==> config.mk <==
export PLATFORM = sky130hd
export DESIGN_NAME = svec_seq
export DESIGN_NICKNAME = d
export VERILOG_FILES = /design/src/rtl/svec_seq_pkg.sv /design/src/rtl/svec_seq_lane.sv /design/src/rtl/svec_seq_ctl.sv /design/src/rtl/svec_seq.sv
export SDC_FILE = /design/constraint.sdc
export NUM_CORES = 1
export LEC_CHECK = 0
export BUFFER_PORTS_ARGS = -buffer_cell sky130_fd_sc_hd__buf_2
export CAP_MARGIN = 20
export CORE_UTILIZATION = 43
export CTS_BUF_LIST = sky130_fd_sc_hd__clkbuf_16
export CTS_CLUSTER_SIZE = 30
export DETAILED_ROUTE_END_ITERATION = 7
export PLACE_DENSITY = 0.81
export SLEW_MARGIN = 30
export SYNTH_ARGS = -nofsm -noshare
export SYNTH_HDL_FRONTEND = slang
export SYNTH_SLANG_ARGS = --single-unit
==> constraint.sdc <==
create_clock -name clk -period 1.5 [get_ports clk]
set_input_delay 0.15 -clock clk [delete_from_list [all_inputs] [get_ports clk]]
set_output_delay 0.15 -clock clk [all_outputs]
set_load 0.05 [all_outputs]
==> src/rtl/svec_seq_pkg.sv <==
package svec_seq_pkg;
  typedef enum logic [1:0] {
    LANE_DST = 2'd0,
    LANE_SA  = 2'd1,
    LANE_SB  = 2'd2
  } lane_e;

  localparam int NUM_LANES = 3;
endpackage

==> src/rtl/svec_seq_lane.sv <==
// One operand address generator: loads a start index, then steps the
// offset part within its bank unless the operand is held as a scalar.
module svec_seq_lane #(
  parameter int IDX_W  = 5,
  parameter int OFF_W  = 3,
  parameter int STEP_W = 3
) (
  input  logic             clk,
  input  logic             rst,
  input  logic             load,
  input  logic             adv,
  input  logic [IDX_W-1:0] load_idx,
  input  logic [STEP_W-1:0] load_step,
  input  logic             load_hold,
  output logic [IDX_W-1:0] idx_o
);
  localparam int SUM_W = (OFF_W > STEP_W ? OFF_W : STEP_W) + 1;

  logic [IDX_W-1:0]  idx_q;
  logic [STEP_W-1:0] step_q;
  logic              hold_q;
  logic [SUM_W-1:0]  off_sum;

  always_comb begin
    off_sum = SUM_W'(idx_q[OFF_W-1:0]) + SUM_W'(step_q);
  end

  always_ff @(posedge clk) begin
    if (rst) begin
      idx_q  <= '0;
      step_q <= '0;
      hold_q <= 1'b0;
    end else if (load) begin
      idx_q  <= load_idx;
      step_q <= load_step;
      hold_q <= load_hold;
    end else if (adv && !hold_q) begin
      // bank bits untouched: the offset wraps inside the bank
      idx_q[OFF_W-1:0] <= off_sum[OFF_W-1:0];
    end
  end

  assign idx_o = idx_q;

  // bank part unchanged while a run advances
  p_bank_kept_r5: assert property (@(posedge clk) disable iff (rst)
    (adv && !load) |=> (idx_q[IDX_W-1:OFF_W] == $past(idx_q[IDX_W-1:OFF_W])));

  // held scalar operand does not move
  p_scalar_hold_r6: assert property (@(posedge clk) disable iff (rst)
    (adv && !load && hold_q) |=> $stable(idx_q));
endmodule

==> src/rtl/svec_seq_ctl.sv <==
// Iteration counter: counts remaining elements, drives the strobe,
// the advance pulse for the lanes and the completion pulse.
module svec_seq_ctl #(
  parameter int LEN_W = 3
) (
  input  logic             clk,
  input  logic             rst,
  input  logic             load,
  input  logic [LEN_W-1:0] load_cnt,
  output logic             valid_o,
  output logic             last_o,
  output logic             adv_o,
  output logic             done_o
);
  logic [LEN_W-1:0] cnt_q;
  logic             valid_q;
  logic             done_q;
  logic             last_w;
  logic             adv_w;

  assign last_w = valid_q && (cnt_q == '0);
  assign adv_w  = valid_q && (cnt_q != '0);

  always_ff @(posedge clk) begin
    if (rst) begin
      cnt_q   <= '0;
      valid_q <= 1'b0;
      done_q  <= 1'b0;
    end else begin
      done_q <= last_w;
      if (load) begin
        valid_q <= 1'b1;
        cnt_q   <= load_cnt;
      end else if (last_w) begin
        valid_q <= 1'b0;
      end else if (adv_w) begin
        cnt_q <= cnt_q - 1'b1;
      end
    end
  end

  assign valid_o = valid_q;
  assign last_o  = last_w;
  assign adv_o   = adv_w;
  assign done_o  = done_q;

  // acceptance produces an iteration in the next cycle
  p_accept_r1: assert property (@(posedge clk) disable iff (rst)
    load |=> valid_q);

  // a run with iterations left keeps the strobe up
  p_no_gap_r2: assert property (@(posedge clk) disable iff (rst)
    adv_w |=> valid_q);

  // the top never loads while a run is active
  p_no_load_busy_r7: assert property (@(posedge clk) disable iff (rst)
    load |-> !valid_q);

  // completion follows the final iteration and lasts one cycle
  p_done_after_last_r8: assert property (@(posedge clk) disable iff (rst)
    last_w |=> done_q);
  p_done_pulse_r8: assert property (@(posedge clk) disable iff (rst)
    done_q |=> !done_q);
endmodule

==> src/rtl/svec_seq.sv <==
module svec_seq
  import svec_seq_pkg::*;
#(
  parameter int IDX_W = 5,
  parameter int OFF_W = 3,
  parameter int LEN_W = 3,
  parameter int STR_W = 2
) (
  input  logic             clk,
  input  logic             rst,
  input  logic             cmd_valid,
  output logic             cmd_ready,
  input  logic [IDX_W-1:0] cmd_dst,
  input  logic [IDX_W-1:0] cmd_src_a,
  input  logic [IDX_W-1:0] cmd_src_b,
  input  logic [LEN_W-1:0] cfg_len,
  input  logic [STR_W-1:0] cfg_stride,
  output logic             it_valid,
  output logic [IDX_W-1:0] it_dst,
  output logic [IDX_W-1:0] it_src_a,
  output logic [IDX_W-1:0] it_src_b,
  output logic             it_last,
  output logic             busy,
  output logic             done
);
  localparam int STEP_W = STR_W + 1;
  localparam int BANK_W = IDX_W - OFF_W;

  logic              run_valid;
  logic              run_last;
  logic              run_adv;
  logic              run_done;
  logic              load;
  logic              dst_scalar;
  logic [LEN_W-1:0]  load_cnt;
  logic [STEP_W-1:0] load_step;

  logic [IDX_W-1:0] lane_in   [NUM_LANES];
  logic [IDX_W-1:0] lane_out  [NUM_LANES];
  logic             lane_hold [NUM_LANES];

  assign load       = cmd_valid && !run_valid;
  assign dst_scalar = (cmd_dst[IDX_W-1:OFF_W] == BANK_W'(0));
  assign load_cnt   = dst_scalar ? '0 : cfg_len;
  assign load_step  = STEP_W'(cfg_stride) + STEP_W'(1);

  assign lane_in[LANE_DST] = cmd_dst;
  assign lane_in[LANE_SA]  = cmd_src_a;
  assign lane_in[LANE_SB]  = cmd_src_b;

  generate
    for (genvar g = 0; g < NUM_LANES; g++) begin : g_lane
      if (g == int'(LANE_DST)) begin : g_dst
        assign lane_hold[g] = 1'b0;
      end else begin : g_src
        assign lane_hold[g] = (lane_in[g][IDX_W-1:OFF_W] == BANK_W'(0));
      end
      svec_seq_lane #(
        .IDX_W (IDX_W),
        .OFF_W (OFF_W),
        .STEP_W(STEP_W)
      ) u_lane (
        .clk      (clk),
        .rst      (rst),
        .load     (load),
        .adv      (run_adv),
        .load_idx (lane_in[g]),
        .load_step(load_step),
        .load_hold(lane_hold[g]),
        .idx_o    (lane_out[g])
      );
    end
  endgenerate

  svec_seq_ctl #(
    .LEN_W(LEN_W)
  ) u_ctl (
    .clk     (clk),
    .rst     (rst),
    .load    (load),
    .load_cnt(load_cnt),
    .valid_o (run_valid),
    .last_o  (run_last),
    .adv_o   (run_adv),
    .done_o  (run_done)
  );

  assign cmd_ready = !run_valid;
  assign busy      = run_valid;
  assign it_valid  = run_valid;
  assign it_last   = run_last;
  assign done      = run_done;
  assign it_dst    = lane_out[LANE_DST];
  assign it_src_a  = lane_out[LANE_SA];
  assign it_src_b  = lane_out[LANE_SB];

  // a bank-0 destination gives a run of one iteration
  p_scalar_single_r3: assert property (@(posedge clk) disable iff (rst)
    (load && dst_scalar) |=> it_last);

  // reset clears the strobe and completion
  p_reset_clear_r9: assert property (@(posedge clk)
    rst |=> (!it_valid && !done));
endmodule

==> insert_results.sql <==
INSERT INTO impl_metrics (metric_group, metric, value, unit) VALUES
('pwr', 'powerDensity', '1244', 'nW/um2'),
('sta', 'post-route-worst-setup-slack', '-0.06200', 'ns'),
('floorplan', 'fp.coreArea', '2545', 'um2'),
('route', 'route.detailed.wl_per_inst', '13.55', 'um'),
('route', 'dr_total_vias', '1152', ''),
('critical_path', 'worst_r2r_startpoint', 'g_lane[1].u_lane.step_q[0]', ''),
('route', 'ant_nets', '0', ''),
('floorplan', 'num_rows', '18', ''),
('synthesis', 'synth.yosys.seq_area_share', '41.75', '%'),
('route', 'drc_errors', '0', ''),
('placed_design', 'gp_congestion', '0.7599', ''),
('clock_tree', 'clock_path_buffers', '2', ''),
('sta', 'worst_pin_slew', '0.3650', 'ns'),
('clock_tree', 'total_number_of_clock_tree_sinks', '25', ''),
('clock_tree', 'clock_slew_seen_by_the_registers_of_the_worst_setup_and_hold_paths', '0.06', 'ns'),
('finish', 'area.growth.synth_to_final', '45.09', '%'),
('sta', 'rsz0062_at_grt', 'yes', ''),
('floorplan', 'die-area', '3002', 'um2'),
('sta', 'worst_clock_skew', '0.002405', 'ns'),
('finish', 'finalCoreUtilization', '68.34', '%'),
('clock_tree', 'cts.htree.levels', '1', ''),
('synthesis', 'synth.ff_latch_count', '25', ''),
('sta', 'setup_viol', '2', ''),
('finish', 'filler_instances', '225', ''),
('finish', 'multiInputGateArea', '719.4', 'um2'),
('global_routing', 'gr-total-overflow', '0', ''),
('route', 'routed_wl', '2.981', 'mm'),
('clock_tree', 'cts_hold_buffers', '0', ''),
('critical_path', 'worstReg2RegEnd', 'g_lane[2].u_lane.idx_o[2]', ''),
('placed_design', 'port_buffers', '42', ''),
('critical_path', 'worstRegToRegCells', '5', ''),
('route', 'detailed_route_iter0_violations', '13', ''),
('finish', 'layout_commonest_cell', 'sky130_fd_sc_hd__buf_2', ''),
('global_routing', 'grt_start_max_net_pins', '20', ''),
('finish', 'diodes', '0', ''),
('synthesis', 'yosys_warnings', '0', ''),
('route', 'detail_route.vias_per_cell', '5.236', ''),
('status', 'run_status', 'finished with violations', ''),
('global_routing', 'antenna_found_initial', '0', ''),
('global_routing', 'grt.total_usage', '22.61', '%'),
('floorplan', 'num_io_pins', '43', ''),
('worst_hold_path', 'hp-class', 'in2reg', ''),
('finish', 'seq_area', '525.5', 'um2'),
('sta', 'relSlewSlack', '75.67', '%'),
('sta', 'fin_crit_sh', '104.1', '%'),
('synthesis', 'synth.distinct_cells', '30', ''),
('finish', 'drive_gt1_share', '46.32', '%'),
('status', 'violated_checks', 'negative setup slack', ''),
('placed_design', 'dpl.hpwl', '2.217', 'mm'),
('finish', 'finish.instance_area', '1739', 'um2'),
('sta', 'fmax', '640.2', 'MHz'),
('worst_hold_path', 'min_delay_worst_endpoint', 'g_lane[1].u_lane.step_q[0]', ''),
('floorplan', 'floorplan.die.height', '54.80', 'um'),
('route', 'firstDrtPassIters', '4', ''),
('global_routing', 'first_pass_grt_wire_length', '4.629', 'mm'),
('critical_path', 'reg2reg_slack', '-0.06', 'ns'),
('pwr', 'ir_worst_vdd', '0.9926', 'mV'),
('synthesis', 'netlist_area', '1199', 'um2'),
('critical_path', 'critical_path_start_type', 'flip-flop', ''),
('sta', 'period_needed', '1.562', 'ns'),
('worst_hold_path', 'worst_hold_path.num_cells', '2', ''),
('worst_hold_path', 'worstHoldStart', 'cfg_stride[0]', ''),
('synthesis', 'avgSynthCellArea', '8.814', 'um2'),
('floorplan', 'start_util', '47.10', '%'),
('placed_design', 'place_area', '1573', 'um2'),
('pwr', 'leakage', '0.0007939', 'uW'),
('global_routing', 'first_global_vias', '1124', ''),
('sta', 'final-hold-violation-count', '0', ''),
('clock_tree', 'tritoncts.num_buffers', '3', ''),
('critical_path', 'critical_path_arrival', '1.75', 'ns'),
('sta', 'number_of_max_slew_violations_in_the_final_report', '0', '');
[cells by family after synthesis]
group	after synthesis	share of synthesized area, %
fa+ha+maj	9	11.27
flops	25	41.75
compound gates	37	18.48
buf+inv	14	5.427
xor+xnor	5	3.653
mux	4	3.340
simple gates	42	16.08
[flip-flops by register name (all words and copies together) (netlist names)]
| register | flops |
|---|---|
| u_ctl.done_o | 1 |
| g_lane.u_lane.idx_o | 15 |
| g_lane.u_lane.step_q | 3 |
| u_ctl.cnt_q | 3 |
| u_ctl.valid_o | 1 |
| g_lane.u_lane.hold_q | 2 |
[worst max-delay path: stages, from the launching register on]
cell	delay, ns
sky130_fd_sc_hd__dfxtp_4	0.37
sky130_fd_sc_hd__ha_4	0.16
sky130_fd_sc_hd__fa_2	0.33
sky130_fd_sc_hd__xnor2_1	0.13
sky130_fd_sc_hd__or3_1	0.34
sky130_fd_sc_hd__a31oi_1	0.16
[Yosys cell counts]
master | n | share of area (%)
sky130_fd_sc_hd__dfxtp_1 | 25 | 42
sky130_fd_sc_hd__nand2_1 | 21 | 6.6
sky130_fd_sc_hd__a21oi_1 | 16 | 6.7
sky130_fd_sc_hd__nor2_1 | 11 | 3.4
sky130_fd_sc_hd__o21ai_0 | 9 | 3.8
sky130_fd_sc_hd__ha_1 | 6 | 6.3
sky130_fd_sc_hd__inv_1 | 5 | 1.6
sky130_fd_sc_hd__a211oi_1 | 4 | 2.5
sky130_fd_sc_hd__clkbuf_1 | 4 | 1.3
sky130_fd_sc_hd__mux2i_1 | 4 | 3.3
sky130_fd_sc_hd__xnor2_1 | 4 | 2.9
sky130_fd_sc_hd__fa_1 | 3 | 5.0
sky130_fd_sc_hd__a221oi_1 | 2 | 1.5
sky130_fd_sc_hd__a311oi_1 | 2 | 1.5
sky130_fd_sc_hd__a31oi_1 | 2 | 1.0
sky130_fd_sc_hd__nor3_1 | 2 | 0.84
sky130_fd_sc_hd__or3_1 | 2 | 1.0
sky130_fd_sc_hd__or3_4 | 2 | 1.9
sky130_fd_sc_hd__a22o_1 | 1 | 0.73
sky130_fd_sc_hd__a32o_1 | 1 | 0.84
sky130_fd_sc_hd__and2b_1 | 1 | 0.63
sky130_fd_sc_hd__buf_1 | 1 | 0.31
sky130_fd_sc_hd__buf_2 | 1 | 0.42
sky130_fd_sc_hd__buf_4 | 1 | 0.63
sky130_fd_sc_hd__buf_6 | 1 | 0.94
sky130_fd_sc_hd__inv_2 | 1 | 0.31
sky130_fd_sc_hd__nand2b_1 | 1 | 0.52
sky130_fd_sc_hd__nand3b_1 | 1 | 0.63
sky130_fd_sc_hd__nor2b_1 | 1 | 0.52
sky130_fd_sc_hd__xor2_1 | 1 | 0.73
[metal layers]
layer | vias up | GRT usage [%] | wire, um
li1 | 579 | - | -
met4 | 0 | 13.25 | 61
met2 | 36 | 41.16 | 1501
met3 | 7 | 4.722 | 141
met5 | - | 0 | 0
met1 | 530 | 23.41 | 1276
[how the worst max path moves through the flow]
stage / from / depth (start not counted) / to / slack [ns]
2_1_floorplan: u_ctl.valid_o / 5 / g_lane[1].u_lane.idx_o[2] / -0.07
3_3_place_gp: g_lane[1].u_lane.step_q[0] / 5 / g_lane[1].u_lane.idx_o[2] / -0.09
3_5_place_dp: u_ctl.cnt_q[0] / 7 / g_lane[1].u_lane.idx_o[2] / -0.12
4_1_cts: g_lane[1].u_lane.step_q[0] / 5 / g_lane[1].u_lane.idx_o[2] / -0.05
5_1_grt: g_lane[1].u_lane.step_q[0] / 5 / g_lane[1].u_lane.idx_o[2] / -0.12
6_report: g_lane[1].u_lane.step_q[0] / 5 / g_lane[2].u_lane.idx_o[2] / -0.06
[power by group]
group          switching, uW  internal (uW)  leakage, uW
sequential              78.5            742     0.000211
clock                    224            356    0.0000423
combinational            447            315     0.000541
total                    750           1410     0.000794
[what timing repair did]
item / CTS / global route
endpoints found under the setup margin: 9 / 13
gates resized for setup: 11 / 9
cloned: 0 / 0
pin swaps: 6 / 6
buffers inserted: 2 / 1
[area by class of cell]
type,instances,area share (%)
Clock buffer,3,4.317
Clock inverter,1,0.2158
Inverter,6,1.727
Multi-Input combinational cell,97,41.37
Sequential cell,25,30.22
Tap cell,30,2.158
Timing Repair Buffer,58,20.00
[through the flow]
stage	TNS, ns	power [uW]	worst slack [ns]	hold slack [ns]	cells
5_1_grt	-0.4054	2272	-0.1205	0.1036	220
3_3_place_gp	-0.2335	1476	-0.09393	0.3676	213
2_1_floorplan	-0.1564	1294	-0.07248	0.2459	136
3_5_place_dp	-0.5497	1506	-0.1227	0.3702	213
6_report	-0.1051	2163	-0.06200	0.09116	220
4_1_cts	-0.1088	2150	-0.04759	0.08658	219
Power figures use the tool's default switching activity.
